$ cat src/rtl/lmt_pkg.sv
package lmt_pkg;
    typedef enum logic [0:0] {
        ENT_FREE = 1'b0,
        ENT_WAIT = 1'b1
    } ent_state_e;
endpackage

$ cat src/rtl/lmt_pick.sv
module lmt_pick #(
    parameter int N = 4,
    localparam int IW = (N > 1) ? $clog2(N) : 1
) (
    input  logic [N-1:0]  req,
    output logic          any,
    output logic [IW-1:0] idx,
    output logic [N-1:0]  onehot
);
    always_comb begin
        idx    = '0;
        onehot = '0;
        for (int i = N - 1; i >= 0; i--) begin
            if (req[i]) begin
                idx    = IW'(i);
                onehot = '0;
                onehot[i] = 1'b1;
            end
        end
    end

    assign any = |req;
endmodule

$ cat src/rtl/lmt_entry.sv
module lmt_entry import lmt_pkg::*; #(
    parameter int BLK_W   = 26,
    parameter int REG_W   = 5,
    parameter int WAITERS = 2,
    localparam int CNT_W  = $clog2(WAITERS + 1)
) (
    input  logic                     clk,
    input  logic                     rst_n,
    input  logic                     alloc_i,
    input  logic                     merge_i,
    input  logic                     retire_i,
    input  logic [BLK_W-1:0]         blk_i,
    input  logic [REG_W-1:0]         rd_i,
    output logic                     valid_o,
    output logic [BLK_W-1:0]         blk_o,
    output logic                     room_o,
    output logic [WAITERS-1:0]       wv_o,
    output logic [WAITERS*REG_W-1:0] wrd_o
);
    ent_state_e       st_q, st_d;
    logic [BLK_W-1:0] blk_q;
    logic [CNT_W-1:0] cnt_q;
    logic [REG_W-1:0] rd_q [WAITERS];
    logic             add_rd;

    assign add_rd = (rd_i != '0);

    // next-state logic
    always_comb begin
        st_d = st_q;
        unique case (st_q)
            ENT_FREE: if (alloc_i)  st_d = ENT_WAIT;
            ENT_WAIT: if (retire_i) st_d = ENT_FREE;
            default:                st_d = ENT_FREE;
        endcase
    end

    // state register
    always_ff @(posedge clk or negedge rst_n) begin
        if (!rst_n) st_q <= ENT_FREE;
        else        st_q <= st_d;
    end

    // block address and waiter list
    always_ff @(posedge clk or negedge rst_n) begin
        if (!rst_n) begin
            blk_q <= '0;
            cnt_q <= '0;
            for (int w = 0; w < WAITERS; w++) rd_q[w] <= '0;
        end else begin
            if (alloc_i && st_q == ENT_FREE) begin
                blk_q   <= blk_i;
                cnt_q   <= add_rd ? CNT_W'(1) : '0;
                rd_q[0] <= rd_i;
            end else if (merge_i && add_rd && st_q == ENT_WAIT && room_o) begin
                for (int w = 0; w < WAITERS; w++) begin
                    if (cnt_q == CNT_W'(w)) rd_q[w] <= rd_i;
                end
                cnt_q <= cnt_q + CNT_W'(1);
            end else if (retire_i) begin
                cnt_q <= '0;
            end
        end
    end

    // outputs
    always_comb begin
        valid_o = (st_q == ENT_WAIT);
        blk_o   = blk_q;
        room_o  = (cnt_q < CNT_W'(WAITERS));
        for (int w = 0; w < WAITERS; w++) begin
            wv_o[w] = valid_o && (CNT_W'(w) < cnt_q);
            wrd_o[w*REG_W +: REG_W] = rd_q[w];
        end
    end


    alloc_free_chk: assert property (@(posedge clk) disable iff (!rst_n)
        alloc_i |-> st_q == ENT_FREE);


    alloc_take_chk: assert property (@(posedge clk) disable iff (!rst_n)
        alloc_i |=> (st_q == ENT_WAIT) && (blk_q == $past(blk_i)));


    no_overflow_chk: assert property (@(posedge clk) disable iff (!rst_n)
        cnt_q <= CNT_W'(WAITERS));


    full_list_hold_chk: assert property (@(posedge clk) disable iff (!rst_n)
        (merge_i && !room_o && !retire_i) |=> $stable(cnt_q));


    retire_free_chk: assert property (@(posedge clk) disable iff (!rst_n)
        retire_i |=> (st_q == ENT_FREE) && (cnt_q == '0));
endmodule

$ cat src/rtl/lmt_hazard.sv
module lmt_hazard #(
    parameter int ENTRIES = 4,
    parameter int WAITERS = 2,
    parameter int REG_W   = 5,
    parameter int NSRC    = 2
) (
    input  logic [NSRC-1:0]          src_valid,
    input  logic [NSRC*REG_W-1:0]    src_rd,
    input  logic [WAITERS-1:0]       wv  [ENTRIES],
    input  logic [WAITERS*REG_W-1:0] wrd [ENTRIES],
    output logic [NSRC-1:0]          busy
);
    for (genvar gs = 0; gs < NSRC; gs++) begin : g_src
        logic [REG_W-1:0] sr;
        logic             hit;
        assign sr = src_rd[gs*REG_W +: REG_W];
        always_comb begin
            hit = 1'b0;
            for (int e = 0; e < ENTRIES; e++) begin
                for (int w = 0; w < WAITERS; w++) begin
                    if (wv[e][w] && wrd[e][w*REG_W +: REG_W] == sr) hit = 1'b1;
                end
            end
            if (!src_valid[gs] || sr == '0) hit = 1'b0;
        end
        assign busy[gs] = hit;
    end
endmodule

$ cat src/rtl/ldmiss_tracker.sv
module ldmiss_tracker import lmt_pkg::*; #(
    parameter int ENTRIES = 4,
    parameter int WAITERS = 2,
    parameter int BLK_W   = 26,
    parameter int REG_W   = 5,
    parameter int NSRC    = 2,
    localparam int IDX_W  = (ENTRIES > 1) ? $clog2(ENTRIES) : 1
) (
    input  logic                     clk,
    input  logic                     rst_n,
    input  logic                     miss_valid,
    input  logic [BLK_W-1:0]         miss_blk,
    input  logic [REG_W-1:0]         miss_rd,
    input  logic [NSRC-1:0]          src_valid,
    input  logic [NSRC*REG_W-1:0]    src_rd,
    input  logic                     resp_valid,
    input  logic [IDX_W-1:0]         resp_idx,
    output logic                     miss_accept,
    output logic                     mem_req_valid,
    output logic [BLK_W-1:0]         mem_req_blk,
    output logic [IDX_W-1:0]         mem_req_idx,
    output logic [WAITERS-1:0]       wb_valid,
    output logic [WAITERS*REG_W-1:0] wb_rd,
    output logic                     stall
);
    logic [ENTRIES-1:0]       ent_valid, ent_room, retire_v, match_v;
    logic [ENTRIES-1:0]       alloc_v, merge_v;
    logic [BLK_W-1:0]         ent_blk [ENTRIES];
    logic [WAITERS-1:0]       ent_wv  [ENTRIES];
    logic [WAITERS*REG_W-1:0] ent_wrd [ENTRIES];

    logic               free_any, hit_any;
    logic [IDX_W-1:0]   free_idx, hit_idx;
    logic [ENTRIES-1:0] free_oh, hit_oh;
    logic [NSRC-1:0]    src_busy;
    logic               need_w, room_ok, table_full, use_stall;

    for (genvar ge = 0; ge < ENTRIES; ge++) begin : g_ent
        assign retire_v[ge] = resp_valid && (resp_idx == IDX_W'(ge));
        assign match_v[ge]  = ent_valid[ge] && (ent_blk[ge] == miss_blk) && !retire_v[ge];

        lmt_entry #(
            .BLK_W  (BLK_W),
            .REG_W  (REG_W),
            .WAITERS(WAITERS)
        ) u_ent (
            .clk     (clk),
            .rst_n   (rst_n),
            .alloc_i (alloc_v[ge]),
            .merge_i (merge_v[ge]),
            .retire_i(retire_v[ge]),
            .blk_i   (miss_blk),
            .rd_i    (miss_rd),
            .valid_o (ent_valid[ge]),
            .blk_o   (ent_blk[ge]),
            .room_o  (ent_room[ge]),
            .wv_o    (ent_wv[ge]),
            .wrd_o   (ent_wrd[ge])
        );
    end

    lmt_pick #(.N(ENTRIES)) u_free_pick (
        .req   (~ent_valid),
        .any   (free_any),
        .idx   (free_idx),
        .onehot(free_oh)
    );

    lmt_pick #(.N(ENTRIES)) u_hit_pick (
        .req   (match_v),
        .any   (hit_any),
        .idx   (hit_idx),
        .onehot(hit_oh)
    );

    lmt_hazard #(
        .ENTRIES(ENTRIES),
        .WAITERS(WAITERS),
        .REG_W  (REG_W),
        .NSRC   (NSRC)
    ) u_hazard (
        .src_valid(src_valid),
        .src_rd   (src_rd),
        .wv       (ent_wv),
        .wrd      (ent_wrd),
        .busy     (src_busy)
    );

    always_comb begin
        need_w     = (miss_rd != '0);
        room_ok    = hit_any ? (!need_w || |(hit_oh & ent_room)) : free_any;
        table_full = &ent_valid;
        use_stall  = |src_busy;
        stall      = use_stall || table_full || (miss_valid && !room_ok);
        miss_accept   = miss_valid && !stall;
        mem_req_valid = miss_accept && !hit_any;
        mem_req_blk   = miss_blk;
        mem_req_idx   = free_idx;
        alloc_v = free_oh & {ENTRIES{mem_req_valid}};
        merge_v = hit_oh  & {ENTRIES{miss_accept && hit_any && need_w}};
        wb_valid = resp_valid ? ent_wv[resp_idx]  : '0;
        wb_rd    = resp_valid ? ent_wrd[resp_idx] : '0;
    end


    req_claims_chk: assert property (@(posedge clk) disable iff (!rst_n)
        mem_req_valid |=> ent_valid[$past(mem_req_idx)]);


    resp_target_chk: assert property (@(posedge clk) disable iff (!rst_n)
        resp_valid |-> ent_valid[resp_idx]);


    resp_release_chk: assert property (@(posedge clk) disable iff (!rst_n)
        resp_valid |=> !ent_valid[$past(resp_idx)]);


    full_block_chk: assert property (@(posedge clk) disable iff (!rst_n)
        table_full |-> !mem_req_valid && !miss_accept);


    single_match_chk: assert property (@(posedge clk) disable iff (!rst_n)
        $onehot0(match_v));


    retire_not_merge_chk: assert property (@(posedge clk) disable iff (!rst_n)
        $countones(merge_v & retire_v) == 0);
endmodule

$ cat config.mk
export PLATFORM = sky130hd
export DESIGN_NAME = ldmiss_tracker
export DESIGN_NICKNAME = d
export VERILOG_FILES = /design/src/rtl/lmt_pkg.sv /design/src/rtl/lmt_pick.sv /design/src/rtl/lmt_entry.sv /design/src/rtl/lmt_hazard.sv /design/src/rtl/ldmiss_tracker.sv
export SDC_FILE = /design/constraint.sdc
export NUM_CORES = 1
export LEC_CHECK = 0
export BUFFER_PORTS_ARGS = -buffer_cell sky130_fd_sc_hd__clkbuf_2
export CORE_ASPECT_RATIO = 0.5
export CORE_MARGIN = 1
export CORE_UTILIZATION = 40
export DETAILED_ROUTE_END_ITERATION = 12
export GPL_TIMING_DRIVEN = 0
export PLACE_DENSITY = 0.65
export SYNTH_ARGS = -nofsm -noshare
export SYNTH_HDL_FRONTEND = slang
export SYNTH_SLANG_ARGS = --single-unit
$ cat constraint.sdc
create_clock -name clk -period 3.03 [get_ports clk]
set_input_delay 0.1515 -clock clk [delete_from_list [all_inputs] [get_ports clk]]
set_output_delay 0.1515 -clock clk [all_outputs]
set_load 0.02 [all_outputs]
Word level (Yosys, flattened, before mapping)
Cells that the tools add are included.
{ "totals": {"ff_bits": 156, "latchBits": 0, "ramBits": 0, "mem_bits_ro": 0, "in_bits": 49, "output_inout_bits": 43, "memories": 0} }
{ "classes": {"addsub": 4, "multipliers": 0, "n_div": 0, "order_cmp": 13, "n_eq_ne": 27, "shifts": 0, "n_mux": 80, "bitwise_logic": 13, "n_reduce_logical": 105} }
{ "ops": {"columns": ["op", "count"], "rows": [
  ["$eq 26x26->1", 4],
  ["$eq 5x5->1", 16],
  ["$mux 10", 7],
  ["$mux 5", 12],
  ["$logic_and 1x1->1", 57],
  ["$mux 2", 19],
  ["$mux 4", 8],
  ["$mux 1", 28],
  ["$bmux 10 s2", 1],
  ["$lt 1x2->1 const A", 8],
  ["$reduce_bool 2->1", 8],
  ["$and 4x4->4", 3],
  ["$reduce_and 3->1", 4],
  ["$reduce_bool 3->1", 4],
  ["$reduce_or 4->1", 3],
  ["$eq 2x1->1 const B", 5],
  ["$logic_not 1->1", 10],
  ["$logic_not 2->1", 5],
  ["$logic_not 5->1", 2],
  ["$add 2x1->2 const B", 4],
  ["$lt 2x2->1 const B", 4],
  ["$not 1->1", 8],
  ["$pmux 1 s2", 4],
  ["$reduce_and 2->1", 4],
  ["other kinds (9)", 14]
]} }

Depth between registers and ports, before layout
Gate-level depths: netlist of the first run.
{ "logic_depth": {"ltp_word": 25, "mapped_depth": 13, "mapped_depth_nobuf": 9} }

Modules after synthesis
Synthesis of the first run repeated with hierarchy kept, for this count alone.
{ "hier_totals": {"cells_unflattened": 1015, "area_unflattened_um2": 9334.0} }
{ "by_module_without_submodules": {"columns": ["mod", "n_inst", "cells_per_inst", "area_each_um2", "seq_area_each_um2"], "rows": [
  ["lmt_entry", 4, 158, 1550.2, 975.9],
  ["ldmiss_tracker", 1, 229, 1943.1, 0.0],
  ["lmt_hazard", 1, 132, 1067.3, 0.0],
  ["lmt_pick", 2, 11, 61.3, 0.0]
]} }

Worst setup path before layout of the first run
No wires, ideal clock.
{ "synth_path": {"path_kind": "flip-flop to output port", "startpoint": "register g_ent[3].u_ent.cnt_q[1]", "endpoint": "output port miss_accept", "t_arrival_ps": 2412, "required_time_ps": 2878, "setup_slack_ps": 466, "stages_incl_launch_ff": 12, "path_buffers": 2, "cell_sequence": "dfrtp_1 clkbuf_1 inv_1 ha_1 nor2b_1 nand3_1 nand4_1 o221a_1 buf_6 or2_2 or3_1 nor2_1"} }
{ "synth_via": {"elab_chain_cells": 11, "elab_cells_between_ends": 26, "cone_classes": "order compare: 3; mux: 7; bitwise: 1; reduce/logical: 15"} }
{ "synth_lines": {"columns": ["item", "line", "rtl"], "rows": [
  ["start: declaration", "lmt_entry.sv:22", "logic [CNT_W-1:0] cnt_q;"],
  ["start signal: assignment", "lmt_entry.sv:53", "cnt_q <= add_rd ? CNT_W'(1) : '0;"],
  ["start signal: assignment", "lmt_entry.sv:59", "cnt_q <= cnt_q + CNT_W'(1);"],
  ["$lt 1x2->1", "lmt_entry.sv:72", "wv_o[w] = valid_o && (CNT_W'(w) < cnt_q);"],
  ["$logic_and 1x1->1", "lmt_entry.sv:72", null],
  ["$logic_and 1x1->1", "lmt_hazard.sv:21", "if (wv[e][w] && wrd[e][w*REG_W +: REG_W] == sr) hit = 1'b1;"],
  ["$mux 1 (2 in series)", "lmt_hazard.sv:21", null],
  ["$mux 1", "lmt_hazard.sv:24", "if (!src_valid[gs] || sr == '0) hit = 1'b0;"],
  ["$reduce_or 2->1", "ldmiss_tracker.sv:93", "use_stall = |src_busy;"],
  ["$logic_or 1x1->1", "ldmiss_tracker.sv:94", "stall = use_stall || table_full || (miss_valid && !room_ok);"],
  ["$logic_or 1x1->1 *", "ldmiss_tracker.sv:94", null],
  ["named net stall", "ldmiss_tracker.sv:24", "output logic stall"],
  ["$logic_not 1->1 *", "ldmiss_tracker.sv:95", "miss_accept = miss_valid && !stall;"],
  ["$logic_and 1x1->1 *", "ldmiss_tracker.sv:95", null],
  ["end: declaration", "ldmiss_tracker.sv:18", "output logic miss_accept,"]
]} }
The timed path passes the listed nets; every way through them passes the cells marked *.

Worst setup path after layout of the first run
{ "layout_path": {"startpoint": "register g_ent[1].u_ent.blk_q[20]", "endpoint": "output port miss_accept"} }
{ "layout_via": {"elab_chain_cells": 14, "elab_cells_between_ends": 15, "cone_classes": "eq/ne: 1; mux: 3; bitwise: 1; reduce/logical: 10"} }
{ "layout_lines": {"columns": ["item", "line", "rtl"], "rows": [
  ["start: declaration", "lmt_entry.sv:21", "logic [BLK_W-1:0] blk_q;"],
  ["start signal: assignment", "lmt_entry.sv:52", "blk_q <= blk_i;"],
  ["$eq 26x26->1 *", "ldmiss_tracker.sv:40", "assign match_v[ge] = ent_valid[ge] && (ent_blk[ge] == miss_blk) && !retire_v[ge];"],
  ["$logic_and 1x1->1 * (2 in series)", "ldmiss_tracker.sv:40", null],
  ["$mux 4 (2 in series)", "lmt_pick.sv:14", "if (req[i]) begin"],
  ["$and 4x4->4", "ldmiss_tracker.sv:91", "room_ok = hit_any ? (!need_w || |(hit_oh & ent_room)) : free_any;"],
  ["$reduce_or 4->1", "ldmiss_tracker.sv:91", null],
  ["$logic_or 1x1->1", "ldmiss_tracker.sv:91", null],
  ["$mux 1 *", "ldmiss_tracker.sv:91", null],
  ["$logic_not 1->1 *", "ldmiss_tracker.sv:94", null],
  ["$logic_and 1x1->1 *", "ldmiss_tracker.sv:94", null],
  ["$logic_or 1x1->1 *", "ldmiss_tracker.sv:94", null],
  ["$logic_not 1->1 *", "ldmiss_tracker.sv:95", null],
  ["$logic_and 1x1->1 *", "ldmiss_tracker.sv:95", null]
]} }
Mark *: on every way between the ends. The rest lies on a longest branch, timed or not.

==> results.md, run 1 <==
- Non-Filler Instances: 1,199
- Post-Syn Instances: 804
- Fmax achieved: between 300 and 400 MHz
- Startpoint Class: register
- Worst r2r src: g_ent[1].u_ent.blk_o[20]
- VDD IR max: between 0.4 and 0.5 mV
- Area Growth Syn to Fin: 14.8%
- First-pass GRT wire length: roughly 36,000 um
- Final net count: 933
- Crit Path Max Fanout: 2
- Clock skew: 0.00885 ns
- Lkg Pwr: between 4 and 5 nW
- Place WS: -0.336 ns
- Setup_tns: 0 ns
- H-tree depth: 4
- FF-to-FF End: g_ent[2].u_ent.wrd_o[4]
- Final Util: 0.470
- FF-to-FF path depth: 9
- Final wirelength: 23,100 um
- PwrDens: 848 mW/mm2
- Core area: 0.0229 mm2
- Fin crit share: 0.972
- Share of cells above drive strength 1: 0.397
- Area leader, netlist: dfrtp_1
- Min-Delay Path Depth: 2
- Crit. End Element: primary output
- CTS buffer count: 17
- Drt wl/cell: 19.3 um
- Yosys top cell area share: 0.417
- Ys async rst share: 1.00
- Clock tree from TritonCTS: done
- CTS max path bufs: 2
- RSZ-0062 raised after global routing: true
- Fin. max-slew vios: 0
- GP Congestion: 0.901
- Reg clk slew, reported paths: ~0.070 ns
- CP Data Arrival Time: between 2 and 3 ns
- Yosys warns: 0
- HP Start: miss_blk[15]
- Final setup fails: 0
- DRC: 0
- Clock Sink Count: 156
- Leading post-synthesis cells by cell area: dfrtp_1, mux2_2, xnor2_1
- # Max-Cap Violations: 0
- Root Driver: clkbuf_16
- Antenna Cells: 0
- Avg Inst Size Synth: 11.6 um2
- Count of cell types in the netlist: 60
- FF+latch count, synth: 156
- Clk_lat worst skew: 0.43 ns
- Overall die width: 218 um
- Routed vias: 6,299
- I/O pin cnt: 92
- Number of port buffers: 53
- Syn_nets: 857
- Dpl cells: 1,165
- Largest net degree at the start of global routing: just over 90
- Worst hold endpoint: g_ent[3].u_ent.blk_o[15]
- Die Ht: 110 um
- Final hold vios: 0
- GRT Overall Usage: 0.202
- Die area: 0.0241 mm2
- Pre-antenna DRT Iters: 5
- Layout fillers: 2,086
- Starting Density: 0.409
- Min-delay worst type: in2reg
- Final Worst Setup Slack: ~0.085 ns
- Number of vias per cell: 5.25
- Final min period: 2.95 ns
- Number of flops mapped to enable cells by yosys: 0
- Final ANT Viol Nets: 0
- R2R Setup Slk: 0.11 ns
- Initial drt markers: approximately 410
- Mapped Area: between 0.009 and 0.01 mm2
- Overall power: 9.12 mW
- Remaining Overflow, GRT: 0
- Status: finished clean
- WS Path Type: reg2out
- Slew @ Worst Pin: 0.721 ns
- Initial antenna violation count: 0
- Top_reg_cell synth: dfrtp_1
- Dpl hpwl: 16,700 um
- Sequential fraction of the synthesis area: 0.417
- Vias in the first global route: about 6,400
- Row cnt: 39
- Worst path required time: 2.88 ns
- Slew Limit Headroom: 0.520
worst max-delay path: stages (launching register included):
cell and delay [ns]:
dfrtp_1 0.40, xnor2_2 0.15, nand4_1 0.17, or4_4 0.54, or2_4 0.27, a21oi_2 0.13, a311oi_1 0.06, or3_4 0.42
nor2_4 0.12, buf_6 0.12
Yosys cell counts (2+ instances only):
library cell  count
nand2_1          26
mux2_4            7
a21oi_1           2
nor4_4            2
mux2_1            2
o21ai_0           5
clkbuf_1          6
nand3_1          16
buf_2            37
nor4_1           23
mux4_2           10
inv_1            11
xnor2_1         111
dfrtp_1         156
nand3b_1          4
ha_1              4
mux2_2          136
a22oi_1           2
nand2b_1          3
xor2_1           73
and2_1           13
a21o_1            3
or4_1             7
nor3_1            5
or2_2             2
a21boi_0          2
nor4_2            3
or3_1             8
nor2b_1           4
nand4_1          37
and4b_1           2
nor2_1           17
buf_6             8
buf_4            31
cells in the final DEF (no fill, tap or decap), drive strengths merged, types with 6 or more instances in the layout:
master	n
nand2	27
mux4	10
nand3	16
clkbuf	74
mux2	145
xnor2	111
o21ai	6
dfrtp	156
nor4	28
nand4	38
buf	83
or3	8
or4	8
nor2	17
inv	16
and2	13
xor2	73
metal layers:
metal  vias to the layer above  track usage  part of all wire
met5                         -            0                 0
met4                         0       0.0490             0.013
met3                        23       0.0540             0.050
met2                       146        0.330              0.46
met1                      3188        0.268              0.48
li1                       2942            -                 -
state kept, by name, indices dropped and copies added (netlist names):
name                 cells
g_ent.u_ent.wrd_o       40
g_ent.u_ent.cnt_q        8
g_ent.u_ent.blk_o      104
g_ent.u_ent.valid_o      4
area by class of cell:
type,instances,area [um2],area share
Clock inverter,13,111,0.0104
Inverter,11,41.3,0.00384
Multi-Input combinational cell,554,4980,0.464
Buffer,80,526,0.0489
Sequential cell,156,3910,0.364
Timing Repair Buffer,60,355,0.0331
Tap cell,307,384,0.0357
Clock buffer,18,439,0.0409
through the flow:
step           area (um2)  hold slack, ns
2_1_floorplan        9360          -0.144
3_3_place_gp        10000           0.493
3_5_place_dp        10000           0.192
4_1_cts             10700          0.0741
5_1_grt             10700          0.0839
6_report            10700          0.0949
worst max-delay path by stage:
| stage | cells past startpoint | to | slack (ns) | from |
|---|---|---|---|---|
| finish | 9 | miss_accept | 0.08 | g_ent[1].u_ent.blk_o[20] |
| CTS | 11 | miss_accept | 0.001 | g_ent[2].u_ent.cnt_q[1] |
| global route | 9 | miss_accept | -0.04 | g_ent[1].u_ent.blk_o[19] |
| floorplan | 11 | miss_accept | 0.47 | g_ent[3].u_ent.cnt_q[1] |
| detailed placement | 8 | g_ent[0].u_ent.wrd_o[5] | -0.34 | g_ent[0].u_ent.blk_o[21] |
| global placement | 1 | g_ent[0].u_ent.blk_o[12] | -0.97 | rst_n |
kinds of logic (layout without fill, tap and decap cells):
group,after synthesis,in the layout,synth area share
xor+xnor,184,184,0.172
simple gates,182,182,0.117
mux,156,156,0.202
flops,156,156,0.417
buf+inv,94,182,0.0615
compound gates,28,28,0.0242
fa+ha+maj,4,4,0.00535
where the power goes:
part,switching (mW),internal (mW),total (mW),leakage [nW]
Clock,0.916,1.09,2.00,0.263
Combinational,1.46,1.90,3.36,2.40
Sequential,0.766,2.99,3.76,1.90
repair_timing:
item / 4_1_cts / 5_1_grt
pin swaps: 9 / 4
hold buffers: 1 / 0
buffers inserted: 4 / 1
setup endpoints to repair: 74 / 20
hold endpoints to repair: 66 / 0
resized for setup: 16 / 12
Power figures use the tool's default switching activity.
==> inputs of run 2 (changes only) <==
--- a/config.mk
+++ b/config.mk
@@ -5,13 +5,15 @@
 export SDC_FILE = /design/constraint.sdc
 export NUM_CORES = 1
 export LEC_CHECK = 0
+export ABC_AREA = 1
 export BUFFER_PORTS_ARGS = -buffer_cell sky130_fd_sc_hd__clkbuf_2
 export CORE_ASPECT_RATIO = 0.5
 export CORE_MARGIN = 1
 export CORE_UTILIZATION = 40
 export DETAILED_ROUTE_END_ITERATION = 12
 export GPL_TIMING_DRIVEN = 0
-export PLACE_DENSITY = 0.65
+export PLACE_DENSITY = 0.64
+export SETUP_SLACK_MARGIN = 0.05
 export SYNTH_ARGS = -nofsm -noshare
 export SYNTH_HDL_FRONTEND = slang
 export SYNTH_SLANG_ARGS = --single-unit
==> run 2 against run 1 <==
Synthesized cell count increased by 96%. Via count rose by 66%. Power increased by 9.2%. Sequential cell count unchanged. Largest power group is now combinational cells. Register-to-register slack better by 0.07 ns. Hold slack got worse by 0.077 ns. Highest routed layer unchanged. Utilization down 0.18 points. Final area rose by 10%. Sequential power decreased by 3%. Critical path type unchanged.
==> results.md, run 2 <==
- Status: finished clean
- Startpoint Class: register
- Clock Power Share: 0.215
- Worst hold slack: 0.0176 ns
- Post-synth top cells: nand2_1, nor2_1, dfrtp_1, inv_1, nand3_1
- WS Path Type: reg2out
- Core area: 0.0253 mm2
- Ys async rst share: 1.00
- Int Pwr: 5.55 mW
- Number of vias per cell: 5.18
- Final ANT Viol Nets: 0
- FF+latch count, synth: 156
- Die Ht: 116 um
- Mapped Area: 0.0104 mm2
- Crit. End Element: primary output
- Fmax achieved: around 350 MHz
- PwrDens: 840 mW/mm2
- Initial antenna violation count: 0
- Simple-gate portion of the synthesized area: 0.361
- Fin. max-slew vios: 0
- Final min period: 2.86 ns
- HP Start: miss_blk[21]
- Clk_lat worst skew: about 0.46 ns
- Final Cell Area: 0.0119 mm2
- Top_reg_cell synth: dfrtp_1
- Pre-antenna DRT Iters: 6
- Synth Area in Compound Gates: 0.104
- Worst setup path end: mem_req_valid
- Final Util: 0.468
- Sw frac: 0.443
- Reg clk slew, reported paths: roughly 0.07 ns
- Final net count: 1,719
- Final wirelength: 35,500 um
- Lkg Pwr: 6.09 nW
- Dpl hpwl: roughly 26,000 um
- GP Congestion: 1.00
- Vias in the first global route: roughly 9,000
- Crit Path Max Fanout: 6
- H-tree depth: 4
- Row cnt: 41
- Most frequent cells in the layout: nand2_1, nor2_1, dfrtp_1
- Number of flops mapped to enable cells by yosys: 0
- VDD IR max: 0.436 mV
- Drt wl/cell: 17.5 um
- Final setup fails: 0
- # Max-Cap Violations: 0
- First-pass GRT wire length: 54,800 um
- Largest register FFs: 104
- FF-to-FF End: g_ent[2].u_ent.wrd_o[2]
- Clock tree from TritonCTS: done
- CTS buffer count: 17
- Worst path required time: 2.88 ns
- Sw Pwr: 4.41 mW
- Sequential fraction of the synthesis area: 0.376
- Mux cell area share after synthesis: 0
- Clock skew: 0.0130 ns
- Antenna Cells: 0
- Share of cells above drive strength 1: 0.133
- Commonest non-fill, non-tap cell in the layout: nand2_1
- Starting Density: 0.410
- Number of port buffers: 69
- Yosys warns: 0
- Post-Syn Instances: 1,574
- I/O pin cnt: 92
- FF-to-FF path depth: 18
- Slew @ Worst Pin: 0.750 ns
- Yosys top cell area share: 0.376
- Fin crit share: 0.943
- Final hold vios: 0
- Comb power frac: 0.417
- Remaining Overflow, GRT: 0
- Largest family of logic cells by synthesized area: simple AND/OR/NAND/NOR gates
- Placed inst area: 0.0112 mm2
- Routed vias: 10,500
- Min-delay worst type: in2reg
- Root Driver: clkbuf_16
- Initial drt markers: 1,207
- Worst r2r src: g_ent[0].u_ent.cnt_q[0]
- Synth Area in XOR/XNOR: 0.0430
- Area leader, netlist: dfrtp_1
- Clock Sink Count: 156
- Syn_nets: 1,627
- Leading post-synthesis cells by cell area: dfrtp_1, nand2_1, nor2_1
- Area Growth Syn to Fin: 14.0%
- CTS max path bufs: 2
- RSZ-0062 raised after global routing: false
- R2R Setup Slk: between 0.15 and 0.2 ns
- CP Data Arrival Time: 2.71 ns
- Crit path from: g_ent[2].u_ent.cnt_q[0]
- Most numerous cell in the Yosys netlist: nand2_1
- Overall die width: 230 um
- Adder-Cell Fraction of Synth Area: 0.00482
- Slew Limit Headroom: 0.500
- Count of cell types in the netlist: 37
- Avg Inst Size Synth: 6.60 um2
- Register share of total power: 0.367
- Die area: 0.0267 mm2
- GRT Overall Usage: 0.274
- DRC: 0
- Largest net degree at the start of global routing: 84
## run 2: cell types whose count changed after synthesis, sizes merged, moves of 73 or more
cell	previous run	this run
inv	11	174
o21ai	6	123
mux2	145	0
nand2	27	561
xnor2	111	38
nor2	17	204
nand3	16	89
## run 2: how the worst min path moves through the flow
stage | cells past startpoint | to | slack [ns]
floorplan | 0 | g_ent[0].u_ent.blk_o[0] | -0.14
global placement | 3 | g_ent[0].u_ent.blk_o[9] | 0.47
detailed placement | 1 | g_ent[3].u_ent.wrd_o[4] | 0.22
CTS | 3 | g_ent[0].u_ent.blk_o[2] | 0.002
global route | 3 | g_ent[0].u_ent.blk_o[2] | 0.02
finish | 3 | g_ent[3].u_ent.blk_o[21] | 0.02
## run 2: kinds of logic (layout without fill, tap and decap cells)
group	count (synthesis)	count (layout)
flip-flops	156	156
buffers and inverters	259	364
adder cells (fa/ha/maj)	4	4
XOR/XNOR	51	51
AO/OA/AOI/OAI	195	195
AND/OR/NAND/NOR	909	909
## run 2: per-layer routing
| metal | vias up | track usage | part of all wire |
|---|---|---|---|
| met1 | 4881 | 0.387 | 0.48 |
| met3 | 66 | 0.0635 | 0.069 |
| met2 | 400 | 0.420 | 0.43 |
| met5 | - | 0 | 0 |
| li1 | 5128 | - | - |
| met4 | 0 | 0.0808 | 0.024 |
## run 2: per-stage QoR
step | setup TNS [ns] | cells | worst slack, ns | power, mW
CTS | 0 | 2021 | 0.119 | 9.91
detailed placement | -20.56 | 1988 | -0.397 | 7.72
global route | 0 | 2023 | 0.0474 | 10.7
finish | 0 | 2023 | 0.173 | 9.96
global placement | -205.83 | 1987 | -1.21 | 7.66
floorplan | 0 | 1574 | 0.592 | 6.38
## run 2: critical path, cell delays in order, from the launching register on
cell and delay [ns]:
dfrtp_1 0.35, inv_1 0.09, ha_1 0.23, nor2_1 0.32, o21ai_0 0.15, nor2_1 0.14, nand3_1 0.11, nand2_1 0.08
nor2_1 0.05, a21oi_2 0.24, nor2_4 0.10, nand4_1 0.19, inv_1 0.06, clkbuf_2 0.15
## run 2: repair_timing
item / 4_1_cts / 5_1_grt
hold buffers: 1 / 0
pin swaps: 1 / 3
gates resized for setup: 8 / 10
setup buffers: 1 / 3
endpoints found under the hold margin: 73 / 0
endpoints found under the setup margin: 145 / 143
## run 2: power by group through the flow
stage | clock, mW | sequential (mW) | combinational, mW
after floorplan | 0 | 3.44 | 2.95
after global placement | 0 | 3.62 | 4.05
after detailed placement | 0 | 3.62 | 4.10
after CTS | 2.17 | 3.62 | 4.12
after global routing | 2.27 | 3.77 | 4.68
final | 2.14 | 3.66 | 4.15
## run 2: cell type report
type,count,area (um2)
clock buffers,21,460
well taps,344,430
plain buffers,78,487
clock inverters,11,109
multi-input cells,1159,5370
flip-flops and latches,156,3910
inverters,179,672
repair buffers,75,422
fillers,2670,13500
==> inputs of run 3 (changes only) <==
--- a/config.mk
+++ b/config.mk
@@ -16,4 +16,5 @@
 export SETUP_SLACK_MARGIN = 0.05
 export SYNTH_ARGS = -nofsm -noshare
 export SYNTH_HDL_FRONTEND = slang
+export SYNTH_HIERARCHICAL = 1
 export SYNTH_SLANG_ARGS = --single-unit
==> run 3 against run 2 <==
First-iteration DRC count fell by 38%. Clock skew is 0.00086 ns lower. Hold slack improved by 0.0021 ns. Cell count fell by 8.9%. Critical path type is now reg2reg.
==> results.md, run 3 <==
- Status: finished clean
- Layout fillers: 2,396
- Delay of the slowest critical-path stage: 0.42 ns
- Slowest-stage cell, CP: dfrtp_1
- Drt wl/cell: about 19 um
- CP Data Arrival Time: 3.28 ns
- Die Ht: 117 um
- Vias in the first global route: between 8,000 and 9,000
- Antenna Cells: 0
- Critical path, cell by cell: inv_2 > ha_4 > nor2_2 > nand2_1 > nor2_1 > nand3_1 > nand2_1 > nor2_1 > a21oi_2 > buf_4 > nor2_4 > and2_4 > nand4_4 > nor2_4 > nand2_8 > clkbuf_16 > mux2_4
- Clock Sink Count: between 150 and 200
- Initial drt markers: 744
- Slew @ Worst Pin: 0.606 ns
- Remaining Overflow, GRT: 0
- CTS max path bufs: 2
- Final wirelength: 34,200 um
- Largest net degree at the start of global routing: 108
- Pre-antenna DRT Iters: 5
- Clock skew: 0.0121 ns
- Row cnt: 41
- Placed inst area: 0.0114 mm2
- Area Growth Syn to Fin: 21.1%
- First-pass GRT wire length: about 50,000 um
- Avg Inst Size Synth: 7.82 um2
- Most frequent cells in the layout: nand2_1, dfrtp_1, nor2_1
- CTS buffer count: 17
- Final setup fails: 0
- GRT Overall Usage: 0.247
- Largest register FFs: 104
- Clk_lat worst skew: 0.46 ns
- Yosys warns: 6
- Final Cell Area: 0.0127 mm2
- # Max-Cap Violations: 0
- Setup_tns: 0 ns
- Starting Density: 0.412
- PwrDens: 792 mW/mm2
- Mapped Area: 0.0105 mm2
- Clock tree from TritonCTS: done
- Number of port buffers: 84
- DRC: 0
- Syn_nets: 1,397
- R2R Setup Slk: about 0.091 ns
- Commonest non-fill, non-tap cell in the layout: nand2_1
- Final hold vios: 0
- Dpl hpwl: approximately 24,000 um
- I/O pin cnt: 92
- Core area: around 0.025 mm2
- Die area: 0.0270 mm2
- Routed vias: 9,621
- GP Congestion: 0.912
- Post-Syn Instances: between 1,000 and 1,500
- Fin. max-slew vios: 0
- H-tree depth: 4
- Worst hold slack: approximately 0.020 ns
- Fmax achieved: 340 MHz
- Fin crit share: 0.970
- RSZ-0062 raised after global routing: true
- Overall die width: 231 um
- Slew Limit Headroom: 0.596
- Number of vias per cell: 5.22
- Crit Path Max Fanout: 8
- Final net count: about 1,500
- Reg clk slew, reported paths: approximately 0.070 ns
- Crit. End Element: register
- WS Path Type: reg2reg
- Root Driver: clkbuf_16
- Lkg Pwr: 6.49 nW
- Initial antenna violation count: 0
- Startpoint Class: register
- Final min period: just under 3 ns
- Min-delay worst type: in2reg
- Share of cells above drive strength 1: 0.317
- Final ANT Viol Nets: 0
- VDD IR max: 0.450 mV
- Worst path required time: 3.37 ns
## run 3: worst max-delay path: cells and delay by family, from the launching register on
family	cells	cell delay, ns
buf+inv	3	0.45
compound gates	1	0.07
mux	1	0.30
flops	1	0.42
simple gates	11	1.41
fa+ha+maj	1	0.15
## run 3: worst paths after layout
| kind | from | to | cells past startpoint |
|---|---|---|---|
| worst max register to register | g_ent[3].u_ent/cnt_q[0] | g_ent[2].u_ent/blk_o[2] | 17 |
| min in group asynchronous | rst_n | g_ent[3].u_ent/wrd_o[7] | 2 |
| max in group asynchronous | rst_n | g_ent[2].u_ent/blk_o[7] | 3 |
| worst min-delay path | miss_blk[15] | g_ent[0].u_ent/blk_o[15] | 2 |
| worst max-delay path | g_ent[3].u_ent/cnt_q[0] | g_ent[2].u_ent/blk_o[2] | 17 |
| worst min register to register | g_ent[0].u_ent/blk_o[15] | g_ent[0].u_ent/blk_o[15] | 1 |
## run 3: area by class of cell
class	instances	area [um2]	share of cell area
multi-input combinational	984	5920	0.465
clock inverter	14	133	0.0104
clock buffer	18	439	0.0345
sequential	156	3910	0.307
buffer	64	559	0.0439
tap	344	430	0.0338
timing repair buffer	122	817	0.0642
inverter	140	531	0.0417
## run 3: per-stage QoR
| step | utilization | std cells | power [mW] | setup WS (ns) |
|---|---|---|---|---|
| floorplan | - | 1344 | 6.37 | 0.457 |
| global route | 0.499 | 1842 | 10.6 | -0.0331 |
| CTS | 0.476 | 1809 | 9.64 | 0.0518 |
| finish | 0.499 | 1842 | 10.1 | 0.0907 |
| global placement | 0.446 | 1772 | 7.28 | -0.971 |
| detailed placement | 0.447 | 1773 | 7.41 | -0.308 |
## run 3: power breakdown
group / total, mW / switching [mW] / internal, mW
clock: 2.13 / 0.958 / 1.17
combinational: 4.19 / 2.03 / 2.16
sequential: 3.77 / 0.827 / 2.95
total: 10.1 / 3.81 / 6.28
## run 3: repair_timing
action,4_1_cts,5_1_grt
endpoints found under the hold margin,49,0
gates resized for setup,33,84
endpoints found under the setup margin,157,159
gates cloned,0,4
hold buffers,1,0
pin swaps,5,43
buffers inserted,3,29
## run 3: layer usage
metal  wire [um]  part of all wire  GRT usage
met4         905             0.026     0.0724
met3        1800             0.053     0.0466
met5           0                 0          0
met1       15700              0.46      0.331
met2       15800              0.46      0.407
